`src/rtl/usp_pkg.sv`:
```
package usp_pkg;

   typedef enum logic [3:0] {
      ST_IDLE,
      ST_ENTRY,
      ST_FIRST,
      ST_PCHK,
      ST_PSTART,
      ST_PPULSE,
      ST_PVFY,
      ST_USTART,
      ST_UPULSE,
      ST_UVFY,
      ST_UCHK,
      ST_PASS,
      ST_FAIL
   } seq_state_t;

   localparam logic [7:0] CMD_PULSE  = 8'h60;
   localparam logic [7:0] CMD_VERIFY = 8'h40;

   function automatic int max3(input int a, input int b, input int c);
      int m;
      m = (a > b) ? a : b;
      return (m > c) ? m : c;
   endfunction

endpackage

```
`src/rtl/usp_us_timer.sv`:
```
module usp_us_timer #(
   parameter int CW = 8
) (
   input  logic          clk,
   input  logic          rst,
   input  logic          run,
   input  logic          tick,
   input  logic [CW-1:0] limit,
   output logic          done
);

   logic [CW-1:0] cnt_q;
   logic          last_tick;

   assign last_tick = (cnt_q == limit - CW'(1));
   assign done      = run && tick && last_tick;

   always_ff @(posedge clk) begin
      if (rst) begin
         cnt_q <= '0;
      end else if (run && tick) begin
         if (last_tick) begin
            cnt_q <= '0;
         end else begin
            cnt_q <= cnt_q + CW'(1);
         end
      end
   end

endmodule

```
`src/rtl/usp_attempt_ctr.sv`:
```
module usp_attempt_ctr #(
   parameter int MAX_PULSES = 1000,
   parameter int ACW        = 10
) (
   input  logic           clk,
   input  logic           rst,
   input  logic           clr,
   input  logic           init,
   input  logic           inc,
   output logic [ACW-1:0] cnt,
   output logic           at_max
);

   localparam logic [ACW-1:0] LIMIT = ACW'(MAX_PULSES);

   logic [ACW-1:0] cnt_q;

   assign cnt    = cnt_q;
   assign at_max = (cnt_q == LIMIT);

   always_ff @(posedge clk) begin
      if (rst || clr) begin
         cnt_q <= '0;
      end else if (init) begin
         cnt_q <= ACW'(1);
      end else if (inc && !at_max) begin
         cnt_q <= cnt_q + ACW'(1);
      end
   end

endmodule

```
`src/rtl/usp_prot_model.sv`:
```
module usp_prot_model #(
   parameter int NUM_GROUPS = 8,
   parameter int GW         = 3
) (
   input  logic                  clk,
   input  logic                  load,
   input  logic [NUM_GROUPS-1:0] load_val,
   input  logic                  set_en,
   input  logic [GW-1:0]         set_idx,
   input  logic                  clr_en,
   input  logic [NUM_GROUPS-1:0] clr_mask,
   output logic [NUM_GROUPS-1:0] bits
);

   // One storage bit per group; deliberately no reset so that the
   // array state survives a controller reset.
   for (genvar g = 0; g < NUM_GROUPS; g++) begin : g_bit
      logic bit_q;
      logic hit_set;
      assign hit_set = set_en && (set_idx == GW'(g));
      always_ff @(posedge clk) begin
         if (load) begin
            bit_q <= load_val[g];
         end else if (hit_set) begin
            bit_q <= 1'b1;
         end else if (clr_en && clr_mask[g]) begin
            bit_q <= 1'b0;
         end
      end
      assign bits[g] = bit_q;
   end

endmodule

```
`src/rtl/usp_seq.sv`:
```
module usp_seq #(
   parameter int NUM_GROUPS = 8,
   parameter int MAX_PULSES = 1000,
   parameter int ENTRY_US   = 1,
   parameter int PROT_US    = 150,
   parameter int UNPROT_US  = 10000,
   localparam int GW  = (NUM_GROUPS > 1) ? $clog2(NUM_GROUPS) : 1,
   localparam int ACW = $clog2(MAX_PULSES + 1)
) (
   input  logic                  clk,
   input  logic                  rst,
   input  logic                  start,
   input  logic [7:0]            first_data,
   input  logic                  us_tick,
   input  logic [NUM_GROUPS-1:0] cell_resp,
   input  logic                  model_load,
   input  logic [NUM_GROUPS-1:0] model_val,
   output logic                  cmd_strobe,
   output logic [7:0]            cmd_code,
   output logic                  pulse_on,
   output logic                  pulse_unprot,
   output logic [GW-1:0]         grp_idx,
   output logic [ACW-1:0]        attempt_cnt,
   output logic [NUM_GROUPS-1:0] prot_state,
   output logic                  busy,
   output logic                  pass,
   output logic                  fail
);

   import usp_pkg::*;

   localparam int TMAX = max3(ENTRY_US, PROT_US, UNPROT_US);
   localparam int TCW  = $clog2(TMAX + 1);
   localparam logic [GW-1:0] LAST_GRP = GW'(NUM_GROUPS - 1);

   // elaboration-time parameter checks
   if (NUM_GROUPS < 1) begin : g_chk_groups
      $error("usp_seq: NUM_GROUPS must be at least 1");
   end
   if (MAX_PULSES < 1) begin : g_chk_pulses
      $error("usp_seq: MAX_PULSES must be at least 1");
   end
   if (ENTRY_US < 1 || PROT_US < 1 || UNPROT_US < 1) begin : g_chk_times
      $error("usp_seq: every pulse or wait length must be at least 1 tick");
   end

   seq_state_t     state_q, state_d;
   logic [GW-1:0]  grp_q, grp_d;
   logic [7:0]     data_q;
   logic           tmr_run, tmr_done;
   logic [TCW-1:0] tmr_limit;
   logic           att_clr, att_init, att_inc, att_max;
   logic           mdl_set, mdl_clr;
   logic           cur_prot;

   assign cur_prot = prot_state[grp_q];

   // -------------------------------------------------- timer
   always_comb begin
      case (state_q)
         ST_ENTRY:  tmr_limit = TCW'(ENTRY_US);
         ST_PPULSE: tmr_limit = TCW'(PROT_US);
         default:   tmr_limit = TCW'(UNPROT_US);
      endcase
   end

   assign tmr_run = (state_q == ST_ENTRY) || (state_q == ST_PPULSE) ||
                    (state_q == ST_UPULSE);

   usp_us_timer #(.CW(TCW)) u_timer (
      .clk   (clk),
      .rst   (rst),
      .run   (tmr_run),
      .tick  (us_tick),
      .limit (tmr_limit),
      .done  (tmr_done)
   );

   // -------------------------------------------------- sequencing
   always_comb begin
      state_d  = state_q;
      grp_d    = grp_q;
      att_clr  = 1'b0;
      att_init = 1'b0;
      att_inc  = 1'b0;
      case (state_q)
         ST_IDLE: begin
            if (start) begin
               state_d = ST_ENTRY;
               grp_d   = '0;
               att_clr = 1'b1;
            end
         end
         ST_ENTRY: begin
            if (tmr_done) state_d = ST_FIRST;
         end
         ST_FIRST: begin
            state_d = (data_q == CMD_PULSE) ? ST_PCHK : ST_IDLE;
         end
         ST_PCHK: begin
            if (!cur_prot) begin
               state_d = ST_PSTART;
            end else if (grp_q == LAST_GRP) begin
               state_d  = ST_USTART;
               grp_d    = '0;
               att_init = 1'b1;
            end else begin
               grp_d = grp_q + GW'(1);
            end
         end
         ST_PSTART: state_d = ST_PPULSE;
         ST_PPULSE: begin
            if (tmr_done) state_d = ST_PVFY;
         end
         ST_PVFY:   state_d = ST_PCHK;
         ST_USTART: state_d = ST_UPULSE;
         ST_UPULSE: begin
            if (tmr_done) state_d = ST_UVFY;
         end
         ST_UVFY:   state_d = ST_UCHK;
         ST_UCHK: begin
            if (!cur_prot) begin
               if (grp_q == LAST_GRP) begin
                  state_d = ST_PASS;
               end else begin
                  grp_d = grp_q + GW'(1);
               end
            end else if (att_max) begin
               state_d = ST_FAIL;
            end else begin
               att_inc = 1'b1;
               state_d = ST_USTART;
            end
         end
         ST_PASS:  state_d = ST_IDLE;
         ST_FAIL:  state_d = ST_IDLE;
         default:  state_d = ST_IDLE;
      endcase
   end

   always_ff @(posedge clk) begin
      if (rst) begin
         state_q <= ST_IDLE;
         grp_q   <= '0;
         data_q  <= '0;
      end else begin
         state_q <= state_d;
         grp_q   <= grp_d;
         if (state_q == ST_IDLE && start) begin
            data_q <= first_data;
         end
      end
   end

   usp_attempt_ctr #(.MAX_PULSES(MAX_PULSES), .ACW(ACW)) u_attempts (
      .clk    (clk),
      .rst    (rst),
      .clr    (att_clr),
      .init   (att_init),
      .inc    (att_inc),
      .cnt    (attempt_cnt),
      .at_max (att_max)
   );

   // -------------------------------------------------- array model
   assign mdl_set = !rst && (state_q == ST_PPULSE) && tmr_done;
   assign mdl_clr = !rst && (state_q == ST_UPULSE) && tmr_done;

   usp_prot_model #(.NUM_GROUPS(NUM_GROUPS), .GW(GW)) u_model (
      .clk      (clk),
      .load     (model_load),
      .load_val (model_val),
      .set_en   (mdl_set),
      .set_idx  (grp_q),
      .clr_en   (mdl_clr),
      .clr_mask (cell_resp),
      .bits     (prot_state)
   );

   // -------------------------------------------------- outputs
   always_comb begin
      cmd_strobe = 1'b0;
      cmd_code   = 8'h00;
      case (state_q)
         ST_FIRST: begin
            if (data_q == CMD_PULSE) begin
               cmd_strobe = 1'b1;
               cmd_code   = CMD_PULSE;
            end
         end
         ST_PSTART, ST_USTART: begin
            cmd_strobe = 1'b1;
            cmd_code   = CMD_PULSE;
         end
         ST_PVFY, ST_UVFY: begin
            cmd_strobe = 1'b1;
            cmd_code   = CMD_VERIFY;
         end
         default: ;
      endcase
   end

   assign pulse_on     = (state_q == ST_PPULSE) || (state_q == ST_UPULSE);
   assign pulse_unprot = (state_q == ST_USTART) || (state_q == ST_UPULSE);
   assign grp_idx      = grp_q;
   assign busy         = (state_q != ST_IDLE) && (state_q != ST_PASS) &&
                         (state_q != ST_FAIL);
   assign pass         = (state_q == ST_PASS);
   assign fail         = (state_q == ST_FAIL);

endmodule

```
`config.mk`:
```
export PLATFORM = sky130hd
export DESIGN_NAME = usp_seq
export DESIGN_NICKNAME = d
export VERILOG_FILES = /design/src/rtl/usp_pkg.sv /design/src/rtl/usp_us_timer.sv /design/src/rtl/usp_attempt_ctr.sv /design/src/rtl/usp_prot_model.sv /design/src/rtl/usp_seq.sv
export SDC_FILE = /design/constraint.sdc
export NUM_CORES = 1
export LEC_CHECK = 0
export ABC_AREA = 1
export BUFFER_PORTS_ARGS = -buffer_cell sky130_fd_sc_hd__buf_2
export CAP_MARGIN = 10
export CORE_ASPECT_RATIO = 1.5
export CORE_MARGIN = 8
export CORE_UTILIZATION = 40
export DETAILED_ROUTE_END_ITERATION = 10
export GPL_ROUTABILITY_DRIVEN = 0
export SYNTH_ARGS = -nofsm -noshare
export SYNTH_HDL_FRONTEND = slang
export SYNTH_SLANG_ARGS = --single-unit
```
`constraint.sdc`:
```
create_clock -name clk -period 3.1 [get_ports clk]
set_clock_uncertainty 0.05 [all_clocks]
set_input_delay 0.775 -clock clk [delete_from_list [all_inputs] [get_ports clk]]
set_output_delay 0.775 -clock clk [all_outputs]
set_load 0.03 [all_outputs]
```
After elaboration in Yosys (flattened, before gate mapping)
Cells that the tools add are included.
{"block": "op_classes", "mux": 59, "n_eq_ne": 33, "n_lt_le_gt_ge": 1, "addsub": 4, "n_reduce_logical": 52}
{"operator": "one-hot mux 4 bit (11 select lines)", "n": 1}
{"operator": "two-way mux 1 bit", "n": 36}
{"operator": "two-way mux 4 bit", "n": 9}
{"operator": "one-hot mux 14 bit (2 select lines)", "n": 1}
{"operator": "nonzero test 3 bit", "n": 9}
{"operator": "logical AND 1 bit", "n": 26}
{"operator": "one-hot mux 7 bit (3 select lines)", "n": 1}
{"operator": "== test 4 bit, second input constant", "n": 5}
{"operator": "== test 4 x 3 -> 1 bit, second input constant", "n": 4}
{"operator": "two-way mux 3 bit", "n": 5}
{"operator": "adder 14 x 1 -> 14 bit, second input constant", "n": 1}
{"operator": "== test 14 bit", "n": 1}
{"operator": "two-way mux 14 bit", "n": 1}
{"operator": "!= test 2 bit, second input constant", "n": 7}
{"operator": "subtractor 14 x 1 -> 14 bit, second input constant", "n": 1}
{"operator": "== test 3 bit, second input constant", "n": 4}
{"operator": "adder 10 x 1 -> 10 bit, second input constant", "n": 1}
{"operator": "== test 10 bit, second input constant", "n": 1}
{"operator": "one-hot mux 3 bit (3 select lines)", "n": 1}
{"operator": "== test 4 x 2 -> 1 bit, second input constant", "n": 2}
{"operator": "== test 8 x 7 -> 1 bit, second input constant", "n": 1}
{"operator": "!= test 4 bit, second input constant", "n": 2}
{"operator": "two-way mux 7 bit", "n": 1}
{"operator": "== test 3 x 2 -> 1 bit, second input constant", "n": 2}
{"operator": "other kinds (18)", "n": 26}
{"block": "word_totals", "input_bits": 29, "elab_cells": 163, "output_inout_bits": 35, "register_bits": 47}

Logic depth before layout (Yosys ltp)
{"block": "logic_depth", "depth_word": 10, "mapped_depth": 17, "mapped_depth_nobuf": 17}

Cells and area by module
From an unflattened synthesis, not the netlist that was laid out.
{"block": "hier_totals", "hier_cells": 601, "area_unflattened_um2": 3872.5}
{"mod": "usp_us_timer", "seq_area_each_um2": 280.3, "area_per_inst_um2": 1488.9, "cells_each": 239, "n_inst": 1}
{"mod": "usp_seq", "seq_area_each_um2": 300.3, "area_per_inst_um2": 1196.1, "cells_each": 189, "n_inst": 1}
{"mod": "usp_attempt_ctr", "seq_area_each_um2": 200.2, "area_per_inst_um2": 614.3, "cells_each": 95, "n_inst": 1}
{"mod": "usp_prot_model", "seq_area_each_um2": 240.2, "area_per_inst_um2": 573.0, "cells_each": 78, "n_inst": 1}

Worst setup path before layout
No wires, ideal clock.
{"block": "synth_timing", "path_kind": "flip-flop to output port", "from": "register state_q[2]", "to": "output port busy", "arrival_time_ns": 1.925, "t_required_ns": 2.275, "n_path_buf": 0, "stages_incl_launch_ff": 4, "slack_ns": 0.350, "cell_sequence": "dfxtp_1 -> inv_2 -> nor4_1 -> nor3b_1"}
{"block": "synth_between", "elab_chain_len": 3, "word_cells_on_any_way": 5, "classes_between": "2 x eq/ne; 3 x reduce/logical"}
{"item": "start, declared", "line": "usp_seq.sv:47", "rtl": "seq_state_t state_q, state_d;"}
{"item": "start signal, assigned", "line": "usp_seq.sv:147", "rtl": "state_q <= state_d;"}
{"item": "!= test 4 bit or nonzero test 4 bit (tied branches)", "line": "usp_seq.sv:206", "rtl": "assign busy = (state_q != ST_IDLE) && (state_q != ST_PASS) &&"}
{"item": "logical AND 1 bit", "line": "usp_seq.sv:206"}
{"item": "logical AND 1 bit *", "line": "usp_seq.sv:206"}
{"item": "end, declared", "line": "usp_seq.sv:25", "rtl": "output logic busy,"}
Mark *: on every way between the ends. The rest lies on a longest branch, timed or not.

Final worst setup path
{"block": "layout_timing", "from": "register state_q[0]", "to": "register u_model.g_bit[5].bit_q (enable)"}
{"block": "layout_between", "elab_chain_len": 8, "word_cells_on_any_way": 17, "classes_between": "1 x add/sub; 4 x eq/ne; 1 x mux; 11 x reduce/logical"}
{"item": "== test 4 x 3 -> 1 bit or == test 4 x 1 -> 1 bit (tied branches)", "line": "usp_seq.sv:60, usp_seq.sv:67, usp_seq.sv:166"}
{"item": "one-hot mux 14 bit (2 select lines) or logical OR 1 bit (tied branches)", "line": "usp_seq.sv:60, usp_seq.sv:67"}
{"item": "subtractor 14 x 1 -> 14 bit or logical OR 1 bit (tied branches)", "line": "usp_us_timer.sv:15, usp_seq.sv:67"}
{"item": "== test 14 bit or logical AND 1 bit (tied branches)", "line": "usp_us_timer.sv:15, usp_us_timer.sv:16"}
{"item": "logical AND 1 bit", "line": "usp_us_timer.sv:16", "rtl": "assign done = run && tick && last_tick;"}
{"item": "logical AND 1 bit (on tied branches)", "line": "usp_seq.sv:167, usp_seq.sv:166"}
{"item": "logical AND 1 bit (on tied branches)", "line": "usp_prot_model.sv:26, usp_prot_model.sv:20"}
{"item": "nonzero test 3 bit (no source line) *"}
{"item": "end signal, assigned", "line": "usp_prot_model.sv:23", "rtl": "bit_q <= load_val[g];"}
{"item": "end, declared", "line": "usp_prot_model.sv:18", "rtl": "logic bit_q;"}
Marked as above.
A chain may end at the register's enable or synchronous reset.

==> impl_metrics.yaml <==
outcome:
  status: "completed"
worst_setup_path:
  r2r_slack_ns: 0.51
  arrival_ns: 2.54
  path_class: "flop to flop"
  r2r-start: "state_q[0]"
  crit_path_start_kind: "flop"
  timing.critical_path.fanout_max: 14
  r2r-end: "u_model.g_bit[5].bit_q"
  crit_path_end_kind: "flop"
  worstPathRequired_ns: 3.05
  reg2regPathDepth: 13
timing:
  fin_setup_tns_ns: 0
  final-max-slew-violation-count: 0
  post-route-min-period_ns: 2.59
  setup_viol: 0
  slew_headroom: 0.530
  tightest_slew_ns: 0.704
  hold_viol_final: 0
  rsz0062_at_grt: "no"
  post-route-period-util: 0.835
  timing.fmax_mhz: 387
place:
  port_buffers: 57
  dpl.hpwl_um: 6890
synthesis:
  synth_area_um2: 3310
  ys_seq_area_frac: 0.309
  yosysWarnings: 0
  avgSynthCellArea_um2: 6.75
  synthCells: 490
  yosys_most_used_dff: "dfxtp_1"
  synth-edff-count: 8
  ys_seq_elements: 47
  ys_async_sr_fraction: 0
  synthDistinctLibCells: 41
layout:
  fin_nets: 579
  drive_above_1_share: 0.199
  fill_cells: 864
  area_growth_pct: 13.0
  antennaDiodeCount: 0
global_routing:
  grt_pass1_vias: 3144
  grt_usage: 0.152
  grt_max_degree: 25
  grt_overflow: 0
  grt_pass1_wl_um: 14400
  grt_antenna_before_repair: 0
cts:
  post_cts_buffers: 0
  path_clk_slew_ns: 0.06
  holdBufCountCts: 0
  cts_resized: 0
  root_buffer: "clkbuf_16"
  cts_sinks: 47
  cts_made_buffers: 5
  tritoncts: "built"
  clockBufferDepth: 2
  cts.htree.levels: 2
  insertion_delay_ns: 0.29
floorplanning:
  die_area_um2: 11500
  core_um2: 8010
  start_util: 0.413
  pin_count: 64
  die_h_um: 127
  rows: 40
  die_w_um: 90.3
min_path:
  worstHoldStart: "data_q[7]"
  hold_end: "data_q[7]"
  hold_path_class: "flop to flop"
  holdPathStages: 2
power_and_ir_drop:
  swShare: 0.463
  cellLeakagePower_uw: 0.00177
  internal_power_uw: 1390
  p_comb_frac: 0.480
  clkPwrFrac: 0.203
  power.density_nw_per_um2: 693
  power_switching_uw: 1200
  vdd_ir_drop_max_mv: 0.262
  finalPower_uw: 2590
  power_frac_seq: 0.318
routing:
  wl_um: 8500
  postRouteAntennaNets: 0
  wl_per_cell_um: 13.2
  firstDrtPassIters: 4
  dr_total_vias: 3280
  drt_iter0_drc: 129
  via_per_inst: 5.09
  drc_errors: 0
run:
  max_cap_violations: 0
-- sequential cells by signal, summed over array words and instances, names as in the netlist --
| register | flops |
|---|---|
| data_q | 8 |
| grp_idx | 3 |
| state_q | 4 |
| u_attempts.cnt | 10 |
| u_model.g_bit.bit_q | 8 |
| u_timer.cnt_q | 14 |
-- through the flow --
step	utilization	hold WS, ns	cell area [µm²]	setup slack [ns]	instances
finish	0.467	0.402	3740	0.513	644
global route	0.467	0.431	3740	0.296	644
detailed placement	0.450	0.396	3600	0.534	636
floorplan	-	0.379	3330	0.350	495
CTS	0.467	0.406	3740	0.530	644
global placement	0.450	0.393	3600	0.641	636
-- layer usage --
layer  up-vias  global-route usage  share of wire
li1       1674                   -              -
met1      1499               0.147           0.39
met2        88               0.290           0.54
met3        19              0.0375          0.046
met4         0              0.0778          0.029
met5         -                   0              0
-- area by class of cell --
cell class,count,area [µm²],area share
Clock buffer,5,125,0.0335
Clock inverter,3,15.0,0.00401
Inverter,78,294,0.0786
Multi-Input combinational cell,349,1870,0.499
Sequential cell,47,1020,0.273
Tap cell,105,131,0.0351
Timing Repair Buffer,57,285,0.0763
-- power by group through the flow --
stage	registers [µW]	clock network, µW	logic (µW)
6_report	824	525	1240
5_1_grt	836	566	1400
4_1_cts	821	540	1260
3_5_place_dp	836	0	1250
3_3_place_gp	831	0	1240
2_1_floorplan	841	0	949
-- critical path, stage by stage (launching register included) --
cell and delay (ns):
dfxtp_1 0.49, inv_2 0.10, nor2_4 0.14, nand2_4 0.12
ha_1 0.32, inv_1 0.16, nand3_1 0.09, nor2_1 0.09
nor2_1 0.07, nor2_4 0.10, nand3_4 0.11, clkinv_2 0.18
nand4_1 0.14, nand3_1 0.11
-- worst max-delay path by stage --
| stage | from | end | cells after the start | slack, ns |
|---|---|---|---|---|
| finish | state_q[0] | u_model.g_bit[5].bit_q | 13 | 0.51 |
| global route | state_q[2] | u_model.g_bit[5].bit_q | 14 | 0.30 |
| CTS | state_q[0] | u_model.g_bit[1].bit_q | 13 | 0.53 |
| detailed placement | state_q[0] | u_model.g_bit[1].bit_q | 13 | 0.53 |
| global placement | state_q[0] | u_model.g_bit[5].bit_q | 13 | 0.64 |
| floorplan | state_q[2] | busy | 3 | 0.35 |
-- cells in the mapped netlist (8+ instances only) --
master    number  area [µm²]
nor2_1        61         229
nand3_1       39         195
inv_2          8        30.0
nand4_1       18         113
buf_4         14         105
edfxtp_1       8         240
dfxtp_1       39         781
inv_1         68         255
a21oi_1       30         150
nand2_2        9        56.3
nand2_1       95         357
ha_1          12         150
o21ai_0       20         100
nor3_1        13        65.1
-- cell usage in the layout, fill, tap and decap left out, drive strengths merged, types with 3 or more instances in the layout --
cell type and count:
nor3b 4, clkbuf 5, xor2 6, inv 76
nand4 21, nor3 15, o21ai 20, ha 12
dfxtp 39, conb 6, nand3 41, a21oi 32
nor4 3, nand2 107, clkinv 5, edfxtp 8
buf 57, nor2 71
-- cell families after synthesis --
kind of cell	share of synthesized area
other	0.00113
AO/OA/AOI/OAI	0.0983
XOR/XNOR	0.0185
adder cells (fa/ha/maj)	0.0454
flip-flops	0.309
buffers and inverters	0.132
AND/OR/NAND/NOR	0.396
(Power assumes the default switching activity.)
